--- config.mk ---
export PLATFORM = sky130hd
export DESIGN_NAME = burst_col_seq
export DESIGN_NICKNAME = d
export VERILOG_FILES = /design/src/rtl/bcs_pkg.sv /design/src/rtl/bcs_len_decode.sv /design/src/rtl/bcs_addr_gen.sv /design/src/rtl/bcs_ctrl.sv /design/src/rtl/burst_col_seq.sv
export SDC_FILE = /design/constraint.sdc
export NUM_CORES = 1
export LEC_CHECK = 0
export BUFFER_PORTS_ARGS = -buffer_cell sky130_fd_sc_hd__buf_2
export CAP_MARGIN = 20
export CORE_ASPECT_RATIO = 0.6
export CORE_UTILIZATION = 45
export DETAILED_ROUTE_END_ITERATION = 7
export GPL_ROUTABILITY_DRIVEN = 0
export MAX_ROUTING_LAYER = met4
export PLACE_DENSITY_LB_ADDON = 0.05
export SLEW_MARGIN = 20
export SYNTH_ARGS = -nofsm -noshare
export SYNTH_HDL_FRONTEND = slang
export SYNTH_SLANG_ARGS = --single-unit
--- constraint.sdc ---
create_clock -name clk -period 1.97 [get_ports clk]
set_input_delay 0.0985 -clock clk [delete_from_list [all_inputs] [get_ports clk]]
set_output_delay 0.0985 -clock clk [all_outputs]
set_load 0.02 [all_outputs]
--- src/rtl/bcs_pkg.sv ---
package bcs_pkg;

  localparam int MODE_W = 4;
  localparam int ORDER_BIT = 3;

  typedef enum logic [2:0] {
    LEN_ONE   = 3'b000,
    LEN_TWO   = 3'b001,
    LEN_FOUR  = 3'b010,
    LEN_EIGHT = 3'b011,
    LEN_RSV4  = 3'b100,
    LEN_RSV5  = 3'b101,
    LEN_RSV6  = 3'b110,
    LEN_PAGE  = 3'b111
  } len_code_e;

  typedef enum logic {
    ORD_COUNT = 1'b0,
    ORD_XOR   = 1'b1
  } order_e;

endpackage

--- src/rtl/bcs_len_decode.sv ---
module bcs_len_decode
  import bcs_pkg::*;
#(
  parameter int COL_W = 8
) (
  input  logic [MODE_W-1:0] mode_i,
  output logic [COL_W-1:0]  mask_o,
  output logic              full_o,
  output logic              xor_o,
  output logic              bad_o
);

  len_code_e code;
  logic      rsv;

  assign code  = len_code_e'(mode_i[2:0]);
  assign xor_o = (order_e'(mode_i[ORDER_BIT]) == ORD_XOR);

  always_comb begin
    mask_o = '0;
    full_o = 1'b0;
    rsv    = 1'b0;
    case (code)
      LEN_ONE, LEN_TWO, LEN_FOUR, LEN_EIGHT:
        mask_o = COL_W'((32'd1 << mode_i[1:0]) - 32'd1);
      LEN_PAGE: begin
        mask_o = '1;
        full_o = 1'b1;
      end
      default: rsv = 1'b1;
    endcase
  end

  assign bad_o = rsv | (full_o & xor_o);

endmodule

--- src/rtl/bcs_addr_gen.sv ---
module bcs_addr_gen #(
  parameter int COL_W = 8
) (
  input  logic [COL_W-1:0] base_i,
  input  logic [COL_W-1:0] beat_i,
  input  logic [COL_W-1:0] mask_i,
  input  logic             xor_i,
  output logic [COL_W-1:0] col_o
);

  logic [COL_W-1:0] cnt_sum;
  logic [COL_W-1:0] xor_mix;

  assign cnt_sum = base_i + beat_i;
  assign xor_mix = base_i ^ beat_i;

  for (genvar b = 0; b < COL_W; b++) begin : g_bit
    logic low_bit;
    assign low_bit  = xor_i ? xor_mix[b] : cnt_sum[b];
    assign col_o[b] = mask_i[b] ? low_bit : base_i[b];
  end

endmodule

--- src/rtl/bcs_ctrl.sv ---
module bcs_ctrl
  import bcs_pkg::*;
#(
  parameter int COL_W = 8
) (
  input  logic             clk,
  input  logic             rst_n,
  input  logic             start_i,
  input  logic [COL_W-1:0] start_col_i,
  input  logic             term_i,
  input  logic [COL_W-1:0] dec_mask_i,
  input  logic             dec_full_i,
  input  logic             dec_xor_i,
  input  logic             dec_bad_i,
  output logic             busy_o,
  output logic             last_o,
  output logic             err_o,
  output logic [COL_W-1:0] base_o,
  output logic [COL_W-1:0] beat_o,
  output logic [COL_W-1:0] mask_o,
  output logic             full_o,
  output logic             xor_o
);

  logic             busy_q, busy_d;
  logic             err_q, err_d;
  logic             full_q, full_d;
  logic             xor_q, xor_d;
  logic [COL_W-1:0] base_q, base_d;
  logic [COL_W-1:0] beat_q, beat_d;
  logic [COL_W-1:0] mask_q, mask_d;
  logic             at_last;
  logic             accept;
  logic             load_en;
  logic             beat_en;

  assign at_last = busy_q & ~full_q & (beat_q == mask_q);
  assign accept  = start_i & (~busy_q | at_last);
  assign load_en = accept & ~dec_bad_i;
  assign beat_en = busy_q & ~term_i & ~at_last & ~accept;

  always_comb begin
    busy_d = busy_q;
    err_d  = 1'b0;
    base_d = base_q;
    beat_d = beat_q;
    mask_d = mask_q;
    full_d = full_q;
    xor_d  = xor_q;
    if (busy_q && (term_i || at_last)) begin
      busy_d = 1'b0;
    end
    if (accept) begin
      err_d = dec_bad_i;
    end
    if (load_en) begin
      busy_d = 1'b1;
      base_d = start_col_i;
      beat_d = '0;
      mask_d = dec_mask_i;
      full_d = dec_full_i;
      xor_d  = dec_xor_i;
    end else if (beat_en) begin
      beat_d = beat_q + COL_W'(1);
    end
  end

  always_ff @(posedge clk or negedge rst_n) begin
    if (!rst_n) begin
      busy_q <= 1'b0;
      err_q  <= 1'b0;
    end else begin
      busy_q <= busy_d;
      err_q  <= err_d;
    end
  end

  always_ff @(posedge clk or negedge rst_n) begin
    if (!rst_n) begin
      base_q <= '0;
      beat_q <= '0;
      mask_q <= '0;
      full_q <= 1'b0;
      xor_q  <= 1'b0;
    end else if (load_en || beat_en) begin
      base_q <= base_d;
      beat_q <= beat_d;
      mask_q <= mask_d;
      full_q <= full_d;
      xor_q  <= xor_d;
    end
  end

  assign busy_o = busy_q;
  assign last_o = at_last;
  assign err_o  = err_q;
  assign base_o = base_q;
  assign beat_o = beat_q;
  assign mask_o = mask_q;
  assign full_o = full_q;
  assign xor_o  = xor_q;

endmodule

--- src/rtl/burst_col_seq.sv ---
module burst_col_seq
  import bcs_pkg::*;
#(
  parameter int COL_W = 8
) (
  input  logic             clk,
  input  logic             rst_n,
  input  logic             start_i,
  input  logic [COL_W-1:0] start_col_i,
  input  logic [3:0]       mode_i,
  input  logic             term_i,
  output logic [COL_W-1:0] col_o,
  output logic             valid_o,
  output logic             last_o,
  output logic             err_o
);

  logic [COL_W-1:0] dec_mask;
  logic             dec_full;
  logic             dec_xor;
  logic             dec_bad;
  logic             busy;
  logic [COL_W-1:0] base_q;
  logic [COL_W-1:0] beat_q;
  logic [COL_W-1:0] mask_q;
  logic             full_q;
  logic             xor_q;
  logic [COL_W-1:0] gen_col;

  bcs_len_decode #(.COL_W(COL_W)) u_dec (
    .mode_i (mode_i),
    .mask_o (dec_mask),
    .full_o (dec_full),
    .xor_o  (dec_xor),
    .bad_o  (dec_bad)
  );

  bcs_ctrl #(.COL_W(COL_W)) u_ctrl (
    .clk         (clk),
    .rst_n       (rst_n),
    .start_i     (start_i),
    .start_col_i (start_col_i),
    .term_i      (term_i),
    .dec_mask_i  (dec_mask),
    .dec_full_i  (dec_full),
    .dec_xor_i   (dec_xor),
    .dec_bad_i   (dec_bad),
    .busy_o      (busy),
    .last_o      (last_o),
    .err_o       (err_o),
    .base_o      (base_q),
    .beat_o      (beat_q),
    .mask_o      (mask_q),
    .full_o      (full_q),
    .xor_o       (xor_q)
  );

  bcs_addr_gen #(.COL_W(COL_W)) u_gen (
    .base_i (base_q),
    .beat_i (beat_q),
    .mask_i (mask_q),
    .xor_i  (xor_q),
    .col_o  (gen_col)
  );

  assign valid_o = busy;
  assign col_o   = busy ? gen_col : '0;

endmodule

# Word-level counts from Yosys, hierarchy flattened
# Index checks and enable logic that the tools add are counted.
# classes
add_sub_neg	3
n_eq_ne	5
shift	1
muxes	25
bitwise_logic	17
reduce_logical	10
# op_table
operator	count
two-way mux 8 bit	3
two-way mux 1 bit	21
one-hot mux 8 bit (2 select lines)	1
adder 8 x 1 -> 8 bit, second input constant	1
adder 8 bit	1
bitwise AND 1 bit	8
== test 8 bit	1
left shift 1 x 2 -> 8 bit, first input constant	1
subtractor 8 x 1 -> 8 bit, second input constant	1
XOR 8 bit	1
== test 3 x 2 -> 1 bit, second input constant	2
NOT 1 bit	6
OR reduction 5 bit	1
AND reduction 2 bit	2
nonzero test 2 bit	2
OR reduction 4 bit	1
== test 3 x 1 -> 1 bit, second input constant	1
== test 3 bit, second input constant	1
zero test 3 bit	1
logical OR 1 bit	2
OR 1 bit	2
logical AND 1 bit	1
# word_totals
register_bits	28
word_cells	68

# Logic depth before layout (Yosys ltp)
# logic_depth
depth_word	9
ltp_mapped	8
depth_no_buf	7

# By module
# A second synthesis with hierarchy kept.
# hier_totals
hier_cells	186
area_unflattened_um2	1864.3
# modules_own_cells
module	instances	cells_per_inst	area_per_inst_um2
bcs_ctrl	1	104	1302.5
bcs_addr_gen	1	61	421.7
bcs_len_decode	1	13	90.1
burst_col_seq	1	8	50.0

# Worst setup path after synthesis
# OpenSTA, ideal clock, no wires.
# synth_timing
path_type	flip-flop to output port
startpoint	reg u_ctrl.beat_q[4], in the netlist u_ctrl.beat_o[4]
endpoint	out col_o[5]
arrival_time_ps	1994
required_time_ps	1871
slack_ps	-123
stages_incl_launch_ff	6
path_cell_list	dfrtp_1 ha_1 o211ai_1 o21a_1 or3_1 a311oi_1
# synth_between
elab_chain_len	4
# synth_lines
element	line_no	rtl
start: declaration	bcs_ctrl.sv:30	logic [COL_W-1:0] beat_q, beat_d;
start signal: assignment	bcs_ctrl.sv:87	beat_q <= beat_d;
adder 8 bit	bcs_addr_gen.sv:14	assign cnt_sum = base_i + beat_i;
two-way mux 1 bit	bcs_addr_gen.sv:19	assign low_bit = xor_i ? xor_mix[b] : cnt_sum[b];
two-way mux 1 bit	bcs_addr_gen.sv:20	assign col_o[b] = mask_i[b] ? low_bit : base_i[b];
two-way mux 8 bit	burst_col_seq.sv:67	assign col_o = busy ? gen_col : '0;
end: declaration	burst_col_seq.sv:12	output logic [COL_W-1:0] col_o,
# Every way passes these cells.

# Final worst setup path
# layout_timing
startpoint	reg u_ctrl.beat_q[6], in the netlist u_ctrl.beat_o[6]
endpoint	out col_o[7]
# The elaborated chain is that of the path after synthesis.

==> metrics <==
R2R Path Start=u_ctrl.beat_o[4]$_DFFE_PN0P_; Num CTS Buffers=3; slowest CP cell=dfrtp_2; worst clock skew=2.61 ps; vias in the first global route=1,463; antenna viol nets, final=0; Hold Violations, Final=0; average cell area after synthesis=9.83 µm²; die area=3840 µm²; Hold Startpoint=start_col_i[2]; DR WL/cell=16.9 µm; worst-path cell chain=ha_4 -> nor2_1 -> or3_1 -> a21boi_1 -> a21o_1 -> a2111o_1 -> buf_6; worst slack, placed=15.0 ps; Post-Syn Nets=189; Synth Area in Simple Gates=0.190; Initial Util=0.482; top_reg_cell synth=dfrtp_1; Yosys reg bits=24; Non-Filler Instances=266; RSZ-0062 raised after global routing=true; ant diodes=0; Mapped Area=1610 µm²; Max IR drop VDD=0.624 mV; power per cell area=1450 nW/µm²; Min Hold Slack=48.6 ps; grt peak-use layer=met1; Slew Viols, Final=0; port bufs=26; Leak=1.04 nW; Slew HR=0.604; Cell variety after synth=43; worst-skew pair later-pin latency=270 ps; Mapped Cells=164; met2 Use GR=0.366; num rows=16; Min Clock Period, post-route=2220 ps; GRT met3 Usage=0.0472; core area=3340 µm²; CP Capture Type=output pin; Die Width=79.3 µm; placed cell count=253; Clock Path Buffers=2; arrival time of the worst setup path=2120 ps; largest family of logic cells by synthesized area=simple AND/OR/NAND/NOR gates; Worst Hold Class=input port to flop; Data required, critical path=1870 ps; dpl hpwl=3.17 mm; status=finished, violations left; DRT Wirelength=4.50 mm; Worst Path Class, Setup=flop to output pin; CTS tree=done; Layout Nets=247; max frequency=450 MHz; Clock Pin Slew Worst Setup and Hold Paths=90 ps; mux cell area share after synthesis=0.0869; fin crit share=1.13; Fin Setup TNS=-729 ps; Vias=1,497; Final Setup Violations=8; Worst Reg-to-Reg Cells=6; number of enable flip-flop cells after synthesis=0; worst-path maximum fanout=2; CP top delay family=compound AO/OA/AOI/OAI gates; area growth from synthesis to final layout=38.9%; Compound-Gate Fraction of Synth Area=0.170; r2r endpoint=u_ctrl.base_o[5]$_DFFE_PN0P_; register area share after synthesis=0.372; GRT overflow=0; global-route wire length before repair=7.29 mm; Hold Path Stages=2; Die H=48.4 µm; drt pass-1 iters=4; Startpoint Class=flop; DR DRC count=0; IO Count=27; pin count of the biggest net entering global routing=25; All-Layer GR Usage=0.258; vias per std cell=5.63; Largest stage delay, worst path=440 ps; final worst slack=-252 ps; Yosys Warn Count=0; failing checks=negative setup slack; 1st-iter DRT viols=75; Min-Delay Endpoint=u_ctrl.base_o[2]$_DFFE_PN0P_; xor and xnor area share after synthesis=0.0706; sum of buffers and inverters on the critical path=1; Slew @ Worst Pin=594 ps; max-capacitance violation count=0; share of cells above drive strength 1=0.457; antenna violations before repair=0; CTS H-tree lvls=1; ys async rst share=1.00; Worst R2R Setup Slack=0 ps; met1 Track Usage GR=0.395; # clock sinks=24; root buf cell=clkbuf_8; Synth Area in Adders=0.0745
registers in the layout, summed over array words and instances (netlist names):
register / cells
u_ctrl.err_o: 1
u_ctrl.busy_o: 1
u_ctrl.mask_o: 5
u_ctrl.base_o: 8
u_ctrl.xor_o: 1
u_ctrl.beat_o: 8
timing repair:
item / 4_1_cts / 5_1_grt
pin swaps: 13 / 7
endpoints found under the setup margin: 7 / 24
gates resized for setup: 20 / 16
cloned: 0 / 1
setup buffers: 6 / 1
hold buffers: 1 / 0
endpoints found under the hold margin: 24 / 0
kinds of logic (layout without fill, tap and decap cells):
logic type               count (synthesis)  after routing
AO/OA/AOI/OAI                           41             41
multiplexers                            12             12
flip-flops                              24             24
buffers and inverters                   10             67
XOR/XNOR                                13             13
AND/OR/NAND/NOR                         55             55
adder cells (fa/ha/maj)                  9              9
area by class of cell:
| type | instances | area, µm² |
|---|---|---|
| Sequential cell | 24 | 603 |
| Clock buffer | 4 | 55.1 |
| Inverter | 4 | 15.0 |
| Fill cell | 268 | 1100 |
| Timing Repair Buffer | 59 | 408 |
| Multi-Input combinational cell | 130 | 1100 |
| Tap cell | 45 | 56.3 |
worst max path at each step:
stage / to / cells after the start / startpoint
finish: col_o[7] / 7 / u_ctrl.beat_o[6]$_DFFE_PN0P_
global route: col_o[7] / 8 / u_ctrl.beat_o[5]$_DFFE_PN0P_
CTS: col_o[7] / 7 / u_ctrl.beat_o[6]$_DFFE_PN0P_
detailed placement: col_o[5] / 6 / u_ctrl.beat_o[4]$_DFFE_PN0P_
global placement: col_o[5] / 6 / u_ctrl.beat_o[4]$_DFFE_PN0P_
floorplan: col_o[5] / 5 / u_ctrl.beat_o[4]$_DFFE_PN0P_
power breakdown:
group / switching, mW / leakage, nW / internal (mW) / total, mW
clock network: 0.172 / 0.0288 / 0.179 / 0.351
logic: 1.01 / 0.706 / 1.02 / 2.03
registers: 0.201 / 0.304 / 0.664 / 0.865
total: 1.38 / 1.04 / 1.87 / 3.25
synthesized netlist by cell type, drive strengths merged, types with 2 or more instances:
master  instances  area (µm²)
a211o           2        17.5
a211oi          6        50.1
a21boi          2        15.0
a21o            5        38.8
a21oi           9        45.0
and2            7        43.8
buf             3        31.3
clkbuf          3        11.3
dfrtp          24         601
ha              8         100
inv             4        15.0
mux2           10         120
mux2i           2        20.0
nand2          14        52.6
nand3           4        20.0
nand4           3        25.0
nor2           10        37.5
nor2b           2        12.5
nor3            5        30.0
nor4            2        27.5
o211ai          3        22.5
o21ai          10        50.1
or3             3        18.8
xnor2          11        96.3
xor2            2        17.5
per-stage QoR:
step	util	power, mW	instance area (µm²)
detailed placement	0.584	2.50	1950
floorplan	-	1.89	1630
global route	0.670	3.45	2240
CTS	0.645	3.04	2160
global placement	0.584	2.45	1950
finish	0.670	3.25	2240
cells in the final DEF, fill, tap and decap left out, types with 5 or more instances in the layout:
cell type and instances:
ha_4 5, o21ai_0 10, and2_1 6, buf_4 33, nor2_1 10, buf_2 21, dfrtp_1 22, a211oi_2 6
a21oi_1 6, mux2_2 7, nand2_1 13, xnor2_1 10
metal layers:
layer / wire length [µm] / up-vias
li1: - / 712
met1: 2340 / 740
met2: 1930 / 43
met3: 219 / 2
met4: 13 / 0
met5: 0 / -
No activity file was read; power rests on OpenSTA's default activity.
